**src/rtl/sfm_pkg.sv**
```systemverilog
package sfm_pkg;
  localparam int FLT_UNSAFE = 0;
  localparam int FLT_PARITY = 1;
  localparam int NUM_FLT    = 2;

  typedef logic [NUM_FLT-1:0] flt_vec_t;

  // cycles covering win_ns at clk_hz, rounded up, at least one
  function automatic int win_cycles(input longint clk_hz, input longint win_ns);
    longint c;
    c = (clk_hz * win_ns + 64'd999_999_999) / 64'd1_000_000_000;
    if (c < 1) c = 1;
    return int'(c);
  endfunction
endpackage

```
**src/rtl/sfm_sector_timer.sv**
```systemverilog
module sfm_sector_timer #(
  parameter longint CLK_HZ = 125_000_000,
  parameter longint WIN_NS = 1000
) (
  input  logic clk_i,
  input  logic rst_ni,
  input  logic sos_ni,
  output logic sec_end_o,
  output logic in_sec_o,
  output logic win_o
);
  import sfm_pkg::*;

  localparam int DELAY = win_cycles(CLK_HZ, WIN_NS);
  localparam int CW    = $clog2(DELAY + 1);
  localparam logic [CW-1:0] CNT_MAX = CW'(DELAY);

  logic          sos_q;
  logic [CW-1:0] cnt_q;

  always_ff @(posedge clk_i or negedge rst_ni) begin
    if (!rst_ni) begin
      sos_q <= 1'b1;
      cnt_q <= '0;
    end else begin
      sos_q <= sos_ni;
      if (sos_ni)              cnt_q <= '0;
      else if (cnt_q < CNT_MAX) cnt_q <= cnt_q + 1'b1;
    end
  end

  assign in_sec_o  = ~sos_ni;
  assign sec_end_o = sos_ni & ~sos_q;
  assign win_o     = ~sos_ni & (cnt_q == CNT_MAX);
endmodule

```
**src/rtl/sfm_fault_accum.sv**
```systemverilog
module sfm_fault_accum
  import sfm_pkg::*;
(
  input  logic     clk_i,
  input  logic     rst_ni,
  input  logic     sec_end_i,
  input  logic     in_sec_i,
  input  logic     win_i,
  input  logic     unsafe_i,
  input  logic     parity_err_i,
  input  logic     parity_en_i,
  output flt_vec_t pend_o
);
  flt_vec_t pend_q;
  flt_vec_t hit;

  always_comb begin
    hit             = '0;
    hit[FLT_UNSAFE] = win_i & unsafe_i;
    hit[FLT_PARITY] = parity_en_i & parity_err_i;
  end

  always_ff @(posedge clk_i or negedge rst_ni) begin
    if (!rst_ni)       pend_q <= '0;
    else if (sec_end_i) pend_q <= '0;
    else if (in_sec_i)  pend_q <= pend_q | hit;
  end

  assign pend_o = pend_q;
endmodule

```
**src/rtl/sfm_irq_ctrl.sv**
```systemverilog
module sfm_irq_ctrl
  import sfm_pkg::*;
(
  input  logic     clk_i,
  input  logic     rst_ni,
  input  logic     sec_end_i,
  input  flt_vec_t pend_i,
  input  logic     clr_i,
  output flt_vec_t status_o,
  output logic     irq_no
);
  flt_vec_t status_q;
  logic     irq_q;
  flt_vec_t status_base;
  logic     irq_base;

  // a clear wipes old state first; a faulty sector end then sets it again
  assign status_base = clr_i ? '0 : status_q;
  assign irq_base    = clr_i ? 1'b0 : irq_q;

  always_ff @(posedge clk_i or negedge rst_ni) begin
    if (!rst_ni) begin
      status_q <= '0;
      irq_q    <= 1'b0;
    end else if (sec_end_i) begin
      status_q <= status_base | pend_i;
      irq_q    <= irq_base | (|pend_i);
    end else if (clr_i) begin
      status_q <= '0;
      irq_q    <= 1'b0;
    end
  end

  assign status_o = status_q;
  assign irq_no   = ~irq_q;
endmodule

```
**src/rtl/sector_fault_monitor.sv**
```systemverilog
module sector_fault_monitor
  import sfm_pkg::*;
#(
  parameter longint CLK_HZ = 125_000_000,
  parameter longint WIN_NS = 1000
) (
  input  logic                clk_i,
  input  logic                rst_ni,
  input  logic                sos_ni,
  input  logic                unsafe_i,
  input  logic                parity_err_i,
  input  logic                parity_en_i,
  input  logic                irq_clr_i,
  output logic [NUM_FLT-1:0]  fault_status_o,
  output logic                irq_no
);
  logic     sec_end_w;
  logic     in_sec_w;
  logic     win_w;
  flt_vec_t pend_w;
  flt_vec_t status_w;

  sfm_sector_timer #(.CLK_HZ(CLK_HZ), .WIN_NS(WIN_NS)) u_timer (
    .clk_i     (clk_i),
    .rst_ni    (rst_ni),
    .sos_ni    (sos_ni),
    .sec_end_o (sec_end_w),
    .in_sec_o  (in_sec_w),
    .win_o     (win_w)
  );

  sfm_fault_accum u_accum (
    .clk_i        (clk_i),
    .rst_ni       (rst_ni),
    .sec_end_i    (sec_end_w),
    .in_sec_i     (in_sec_w),
    .win_i        (win_w),
    .unsafe_i     (unsafe_i),
    .parity_err_i (parity_err_i),
    .parity_en_i  (parity_en_i),
    .pend_o       (pend_w)
  );

  sfm_irq_ctrl u_irq (
    .clk_i     (clk_i),
    .rst_ni    (rst_ni),
    .sec_end_i (sec_end_w),
    .pend_i    (pend_w),
    .clr_i     (irq_clr_i),
    .status_o  (status_w),
    .irq_no    (irq_no)
  );

  assign fault_status_o = status_w;
endmodule

```
**config.mk**
```make
export PLATFORM = sky130hd
export DESIGN_NAME = sector_fault_monitor
export DESIGN_NICKNAME = d
export VERILOG_FILES = /design/src/rtl/sfm_pkg.sv /design/src/rtl/sfm_sector_timer.sv /design/src/rtl/sfm_fault_accum.sv /design/src/rtl/sfm_irq_ctrl.sv /design/src/rtl/sector_fault_monitor.sv
export SDC_FILE = /design/constraint.sdc
export NUM_CORES = 1
export LEC_CHECK = 0
export BUFFER_PORTS_ARGS = -buffer_cell sky130_fd_sc_hd__clkbuf_2
export CAP_MARGIN = 0
export CORE_UTILIZATION = 25
export CTS_CLUSTER_DIAMETER = 80
export DETAILED_ROUTE_END_ITERATION = 8
export GPL_ROUTABILITY_DRIVEN = 0
export PLACE_DENSITY_LB_ADDON = 0.08
export SLEW_MARGIN = 40
export SYNTH_ARGS = -nofsm -noshare
export SYNTH_HDL_FRONTEND = slang
export SYNTH_HIERARCHICAL = 1
export SYNTH_SLANG_ARGS = --single-unit
```
**constraint.sdc**
```tcl
create_clock -name clk_i -period 3.1 [get_ports clk_i]
set_clock_uncertainty 0.1 [all_clocks]
set_input_delay 0.31 -clock clk_i [delete_from_list [all_inputs] [get_ports clk_i]]
set_output_delay 0.31 -clock clk_i [all_outputs]
set_load 0.01 [all_outputs]
```
==> flow_results.org, run 1 <==
** Worst setup path
- Maximum fanout along the worst path :: 9
- Cell class contributing the biggest share of worst-path delay :: flip-flops
- Kind of start point of the critical path :: flip-flop
- CP Class :: reg2reg
- Crit. End Element :: flip-flop
- For the worst setup path, the data required time is 3.16 ns.
- The number of buffers and inverters on the critical path is 0.
- The critical path goes through ha_1 > nand3_1 > o311a_1.
- Worst reg2reg path startpoint :: u_timer/cnt_q[0]
- Register-to-Register Setup Slack :: 1.59 ns
- Master of the slowest instance on the critical path :: dfrtp_1
- Counting cells, the worst reg-to-reg path comes to 3.
- Delay of the slowest cell on the worst path :: 0.51 ns
- Reg-to-Reg End :: u_timer/cnt_q[6]
- Arrival time worst endpoint :: 1.58 ns

** Timing
- Smallest hold slack :: 0.107 ns
- The total count of max-transition violations in the final report came to 0.
- Post-route fraction of the period consumed by the critical path :: 48.8%
- The worst path in the final design needs a cycle of 1.51 ns, including I/O delays and setup.
- Final Hold Violating Endpoints :: 0
- Adding up every negative setup slack in the final design gives 0 ns.
- The worst pin sits at a relative slew slack of 77.3%.
- RSZ-0062 raised after global routing :: false
- Transition time at the pin with the least slew margin :: 0.341 ns
- Smallest setup slack after layout :: 1.59 ns
- For this run, the top clock speed supported by timing is 660 MHz.
- Setup violations remaining at the end of the flow were counted as 0.

** Routing
- The pre-antenna-repair detailed-routing pass consisted of 3 iterations.
- DR iter-0 viols :: 6
- Final wirelength :: 1.25 mm
- Post-DRT Antenna Nets :: 0
- Per-cell routed wire length :: 12.2 microns
- Using the TritonRoute via totals, the vias-per-cell ratio works out to 4.89.
- The final route contains 504 vias.
- In the routed design, unresolved DRC markers number 0.

** Worst hold path
- In this run the most critical hold path is launched from sos_ni.
- The min-delay analysis places its worst path in the category in2reg.
- End of the worst hold path :: u_timer/sos_q
- Worst hold path cell count :: 1

** Clocking
- Clock Latency Late Sink :: 0.27 ns
- No sink is reached through more buffers than the 2 on the longest clock path.
- CTS-repair resized insts :: 0
- After clock tree synthesis, the clock-pin slew on the worst setup and hold paths is 0.08 ns.
- Post-CTS setup buffer count :: 0
- The root buffer cell chosen for the clock tree is clkbuf_4.
- CTS Hold Buffers Added :: 1
- TritonCTS built the clock tree.
- Num Clock Sinks :: 13
- Total CTS buffers :: 3
- H-tree Lvls :: 1

** Placement
- Detailed-placement wirelength estimate :: 933 microns
- Placed Instance Area :: 699 sq um
- Number of port buffers :: 9
- Including well taps, the total number of placed cells is 98.
- Timing analysis after detailed placement gives a worst setup slack of 1.60 ns.

** Finish
- Leaving out fill and tap cells, the most frequent cell in the layout is dfrtp_1.
- 0 antenna diodes ended up in the layout.
- After the last flow step, the layout net total stands at 83.
- Synth-to-Final Area Change :: 13.7%
- In the final layout, the share of cells above drive strength 1 is 23.3%.
- Final Core Density :: 30.0%
- In the layout the commonest cells are dfrtp_1, clkbuf_2, inv_1.
- Post-route cell area :: 736 sq um
- Post-route insts no fill :: 103

** Global routing
- Largest net degree at the start of global routing :: 14
- GRT Resource Usage Total :: 11.7%
- Number of global-route vias before repair :: 496
- The number of antenna violations at the first check in global routing was 0.
- GRT Residual Overflow :: 0
- The first global-routing pass estimated 2.24 mm of wire.

** Yosys
- Yosys printed 6 warnings.
- The synthesized netlist occupies a cell area of 647 sq um.
- Cell taking the most area after synthesis :: dfrtp_1
- Gate Count Post-Synth :: 62
- Sequential cells were found to cover 50.5% of the synthesized design area.
- Number of flip-flops and latches in the synthesized netlist :: 13
- Unique cell type count in the Yosys netlist :: 26
- Syn Area/Cell :: 10.4 sq um
- Share of the synthesized area in the top cell type :: 46.4%
- Top area cells in the synthesized netlist :: dfrtp_1, dfstp_2, ha_1
- The number of nets handed over by synthesis was 71.

** Power
- Worst supply voltage drop on vdd :: 0.000130 V
- Summed over all cells, the static leakage comes to 0.314 nW.
- For this design the ratio of total power to cell area is 443 nW/um^2.
- Power comes to 326 uW.

** Floorplanning
- The die is 52.9 microns wide.
- Chip height :: 52.9 microns
- After floorplanning, the core was divided into 18 placement rows.
- Die Outline Area :: 2790 sq um
- Ports placed on the boundary :: 10
- Once the floorplan was initialized, standard cells occupied 26.4% of the core.
- After floorplanning, the core was sized to cover 2450 sq um.

** Run status
- The flow ran to the end, and the final reports show no timing, DRC or antenna violations.

** Flow run
- Max-cap violations in this run came to 0.
==> worst max path at each step <==
| stage | startpoint | to | slack (ns) | cells past startpoint |
|---|---|---|---|---|
| 2_1_floorplan | u_timer/cnt_q[0] | u_timer/cnt_q[6] | 1.76 | 3 |
| 3_3_place_gp | u_timer/cnt_q[0] | u_timer/cnt_q[6] | 1.56 | 3 |
| 3_5_place_dp | u_timer/cnt_q[0] | u_timer/cnt_q[6] | 1.60 | 3 |
| 4_1_cts | u_timer/cnt_q[0] | u_timer/cnt_q[6] | 1.58 | 3 |
| 5_1_grt | u_timer/cnt_q[0] | u_timer/cnt_q[4] | 1.49 | 4 |
| 6_report | u_timer/cnt_q[0] | u_timer/cnt_q[6] | 1.59 | 3 |
==> worst register-to-register path, delay by kind of cell, from the launching register on <==
kind / cells / cell delay, ns
flops: 1 / 0.51
simple gates: 1 / 0.17
fa+ha+maj: 1 / 0.25
compound gates: 1 / 0.38
==> layout make-up <==
cell class,instances,area (sq um)
Sequential cell,13,327
Fill cell,264,1720
Multi-Input combinational cell,40,268
Clock buffer,4,26.3
Tap cell,30,37.5
Inverter,6,22.5
Timing Repair Buffer,10,55.1
==> cells by family (layout without fill, tap and decap cells) <==
family | count (synthesis) | after routing | share of synthesized area [%]
buffers and inverters | 9 | 20 | 8.12
flip-flops | 13 | 13 | 50.5
AO/OA/AOI/OAI | 18 | 18 | 20.1
AND/OR/NAND/NOR | 19 | 19 | 16.1
adder cells (fa/ha/maj) | 2 | 2 | 3.87
XOR/XNOR | 1 | 1 | 1.35
==> synth_stat cells <==
library cell,n
a211oi_1,2
a21oi_1,2
a221oi_2,1
a31oi_1,3
a41o_1,1
and3_1,1
buf_4,1
buf_6,2
dfrtp_1,12
dfstp_2,1
ha_1,2
inv_1,6
nand2_1,5
nand3_1,1
nand3_4,1
nand4_1,3
nor2_1,5
nor3_1,1
nor3b_1,1
o21ai_0,1
o21ai_1,4
o21bai_1,2
o311a_1,1
o311a_2,1
or2_2,1
xnor2_1,1
==> routing by layer <==
| metal | GRT usage (%) | routed length (microns) |
|---|---|---|
| met5 | 0 | 0 |
| met4 | 9.21 | 34 |
| met3 | 2.87 | 53 |
| met2 | 17.3 | 563 |
| met1 | 14.2 | 601 |
==> registers in the layout, indices dropped and copies added (netlist names) <==
signal and cells:
u_timer/cnt_q 7, u_accum/pend_o 2, u_irq/status_o 2, u_irq/irq_q 1
u_timer/sos_q 1
==> report_power, final <==
part           internal [mW]  switching [mW]
combinational         0.0149          0.0178
clock                 0.0498          0.0568
sequential             0.177         0.00944
total                  0.242          0.0840
(Power assumes the default switching activity.)
==> inputs of run 2 (changes only) <==
- ABC_AREA: unset -> 1
- clock period: 3.1 -> 1.3 ns (I/O delays scaled with it)
==> flow_results.org, run 2 <==
** Run status
- The run finished with clean final reports.

** Routing
- Detailed-route via count :: 571 (+13%)
- The first-pass iteration count of the detailed router is 4 (+1).
- The mean number of vias per cell was 4.36 (-11%).
- Remaining DRCs :: 0 (unchanged)
- Post-DRT Antenna Nets :: 0 (unchanged)
- DR iter-0 viols :: 19 (+13)
- Per-cell routed wire length :: 11.2 microns (-7.6%)
- Final wirelength :: 1.47 mm (+17%)

** Clocking
- The deepest level of the CTS H-tree is 1 (unchanged).
- Root cell of the clock tree :: clkbuf_4
- CTS clock-pin slew for the worst setup and hold paths :: 0.09 ns (about the same)
- The number of buffers added by the clock tree synthesis step was 3 (unchanged).
- TritonCTS built the clock tree.
- The sink count of the clock tree was 13 (unchanged).
- Clock Latency Late Sink :: 0.28 ns (about the same)
- The maximum clock insertion buffer count is 2 (unchanged).

** Floorplanning
- Die span in x :: 53.2 microns (+0.56%)
- Number of placement rows :: 18 (unchanged)
- Ports placed on the boundary :: 10 (unchanged)
- CORE AREA :: 2480 sq um (+0.92%)
- The die extent in y is 53.2 microns (+0.56%).
- Initial Util :: 26.4% (+0.064 points)
- The area of the die is 2830 sq um (+1.1%).

** Timing
- The shortest period the worst path allows is 1.26 ns (-0.250 ns).
- Final Setup Violations :: 0 (unchanged)
- The final cycle utilization of the critical path came to 97.2% (+48 points).
- The maximum clock frequency came to 791 MHz (+20%).
- The post-route setup TNS is 0 ns (unchanged).
- Max-slew violation total from the final report :: 0 (unchanged)
- The worst hold margin was 0.0181 ns (-0.0885 ns).
- Final Hold Violating Endpoints :: 0 (unchanged)
- Max-slew headroom :: 76.6% (-0.65 points)
- Transition time at the pin with the least slew margin :: 0.350 ns (+0.00977 ns)
- The final setup slack of the worst path came to 0.0359 ns (-1.55 ns).
- Setup repair after global routing could not meet its margin everywhere.

** Yosys
- Top area cells in the synthesized netlist :: dfrtp_1, nand2_1, nand3_1
- The post-synthesis sequential area ratio is 49.9% (-0.58 points).
- The average cell area after synthesis was 8.28 sq um (-21%).
- For this run, the leading register cell type out of synthesis is dfrtp_1.
- The share of synthesized flip-flops with an asynchronous set or reset was 100% (unchanged).
- Summed over all instances, the cell type with the most area after synthesis is dfrtp_1.
- By count the netlist is led by nand2_1, dfrtp_1, inv_1, nand3_1, nor2_1.
- Unique cell type count in the Yosys netlist :: 17 (-35%)
- Number of flip-flops and latches in the synthesized netlist :: 13 (unchanged)
- In the post-synthesis netlist, the cell with the most instances is nand2_1.
- The number of nets produced by synthesis was 88 (+24%).
- The cell count after synthesis is 79 (+27%).
- The combined area of all synthesized cells was 654 sq um (+1.2%).
- Number of enable-type register cells in the synthesized netlist :: 0 (unchanged)
- Number of warnings reported in the yosys synthesis log :: 6 (unchanged)
- Share of the synthesized area in the top cell type :: 45.9% (-0.53 points)

** Power
- The power density relative to cell area was 928 nW/um^2 (+110%).
- The switching power share of the total was 26.2% (+0.47 points).
- Leakage power figure :: 0.428 nW (+36%)
- Sequential group share of total power :: 55.1% (-2.2 points)
- The internal power consumption came to 588 uW (+140%).
- Worst supply voltage drop on vdd :: 0.000428 V (+230%)
- The total power after layout came to 798 uW (+140%).
- The combinational fraction of design power came to 12.4% (+2.4 points).
- The fraction of power consumed by the clock network is 32.5% (-0.2 points).
- Switching power :: 209 uW (+150%)

** Global routing
- GRT Resource Usage Total :: 12.7% (+1.1 points)
- The wire length of the first global-routing pass came to 2.44 mm (+9.3%).
- The via count of the first global-routing pass came to 518 (+4.4%).
- Number of antenna violations at the first check in global routing :: 0 (unchanged)
- GRT Residual Overflow :: 0 (unchanged)
- The maximum number of pins on one net before global-route repair is 14 (unchanged).

** Worst setup path
- The critical path data required time was 1.41 ns (-1.75 ns).
- Setup crit start :: u_timer/cnt_q[1]
- Register-to-Register Setup Slack :: 0.04 ns (-1.55 ns)
- STA classifies the critical path endpoint as a flip-flop.
- Arrival time worst endpoint :: 1.37 ns (-0.21 ns)
- CP Class :: reg2reg
- Reg-to-Reg End :: u_accum/pend_o[0]
- The worst setup path is launched from a flip-flop.
- In this run the critical register-to-register path is launched from u_timer/cnt_q[1].
- Timing endpoint of the critical path :: u_accum/pend_o[0]
- Maximum fanout along the worst path :: 4 (-5)
- The worst reg2reg path depth was 6 (+3).

** Worst hold path
- The worst hold path belongs to the class in2reg.

** Finish
- The core utilization of the finished layout was 34.7% (+4.7 points).
- u_timer/cnt_q holds more flip-flops than any other register.
- In the layout the commonest cells are nand2_1, dfrtp_1, clkbuf_2, inv_1.
- The count of placed standard cells in the final layout, fillers left out was 131 (+27%).
- Max reg flops :: 7 (unchanged)
- Share of cells above drive strength 1 :: 29.7% (+6.4 points)
- Most common cell after layout, fill and taps aside :: nand2_1
- Synth-to-Final Area Change :: 31.4%
- The count of antenna diodes in the layout came to 0 (unchanged).
- The final layout net count is 111 (+34%).
- The final design instance area without fill was 860 sq um (+17%).

** Placement
- The post-DP HPWL is 1.05 mm (+13%).
- Placed Instance Area :: 759 sq um (+8.6%)
- The setup slack at placement came to -0.0303 ns (-1.63 ns).
- Dpl cells :: 121 (+23%)
- Number of port buffers :: 9 (unchanged)

** Flow run
- Maxcap violations :: 0 (unchanged)
[run 2: changes by cell type after synthesis, moves of 3 or more]
cell / previous run / this run
nand2_1: 5 / 20
nor2_1: 5 / 8
nand3_1: 1 / 9
inv_1: 6 / 9
nand2_2: 0 / 3
o21ai_1: 4 / 0
a31oi_1: 3 / 0
[run 2: power by group through the flow]
stage | combinational, mW | clock (mW) | sequential (mW)
finish | 0.0992 | 0.259 | 0.439
global route | 0.113 | 0.292 | 0.442
CTS | 0.100 | 0.271 | 0.439
detailed placement | 0.0817 | 0 | 0.447
global placement | 0.0820 | 0 | 0.448
floorplan | 0.0413 | 0 | 0.446
[run 2: cell families (layout without fill, tap and decap cells)]
group                      count (synthesis)  after routing  synth area share (%)
adders and majority gates                  2              2                  3.82
AOI/OAI and AO/OA                          6              6                  5.35
xor gates and xnor gates                   1              1                  1.34
buffers and inverters                     11             33                  6.31
and+or+nand+nor                           46             46                  33.3
DFF                                       13             13                  49.9
[run 2: worst max-delay path, stage by stage (launching register included)]
cell and delay (ns):
dfrtp_2 0.44, inv_1 0.06, ha_1 0.15, nand3_2 0.08, nor3_2 0.11, nand3_1 0.11, a21oi_2 0.14
[run 2: worst min path at each step]
stage,cells after the start,end,slack (ns),start
2_1_floorplan,0,u_accum/pend_o[0],-0.27,rst_ni
3_3_place_gp,1,u_timer/cnt_q[3],-0.04,rst_ni
3_5_place_dp,1,u_timer/cnt_q[5],-0.04,rst_ni
4_1_cts,3,u_accum/pend_o[0],0.01,unsafe_i
5_1_grt,3,u_accum/pend_o[0],0.01,unsafe_i
6_report,3,u_accum/pend_o[0],0.02,unsafe_i
[run 2: repair_timing]
item,CTS,global route
hold buffers,5,0
gates cloned,0,0
setup buffers,1,0
endpoints found under the setup margin,1,5
resized for setup,2,3
hold endpoints to repair,16,0
pin swaps,0,1
[run 2: routing by layer]
| layer | vias up | wire length, microns | GRT usage (%) |
|---|---|---|---|
| li1 | 293 | - | - |
| met1 | 257 | 721 | 17.1 |
| met2 | 19 | 676 | 18.4 |
| met3 | 2 | 63 | 2.59 |
| met4 | 0 | 10 | 7.89 |
| met5 | - | 0 | 0 |
[run 2: cell type report]
type	instances	area (sq um)
inverter	11	41.3
fill	274	1620
sequential	13	329
tap	30	37.5
multi-input combinational	55	300
timing repair buffer	18	125
clock buffer	4	26.3
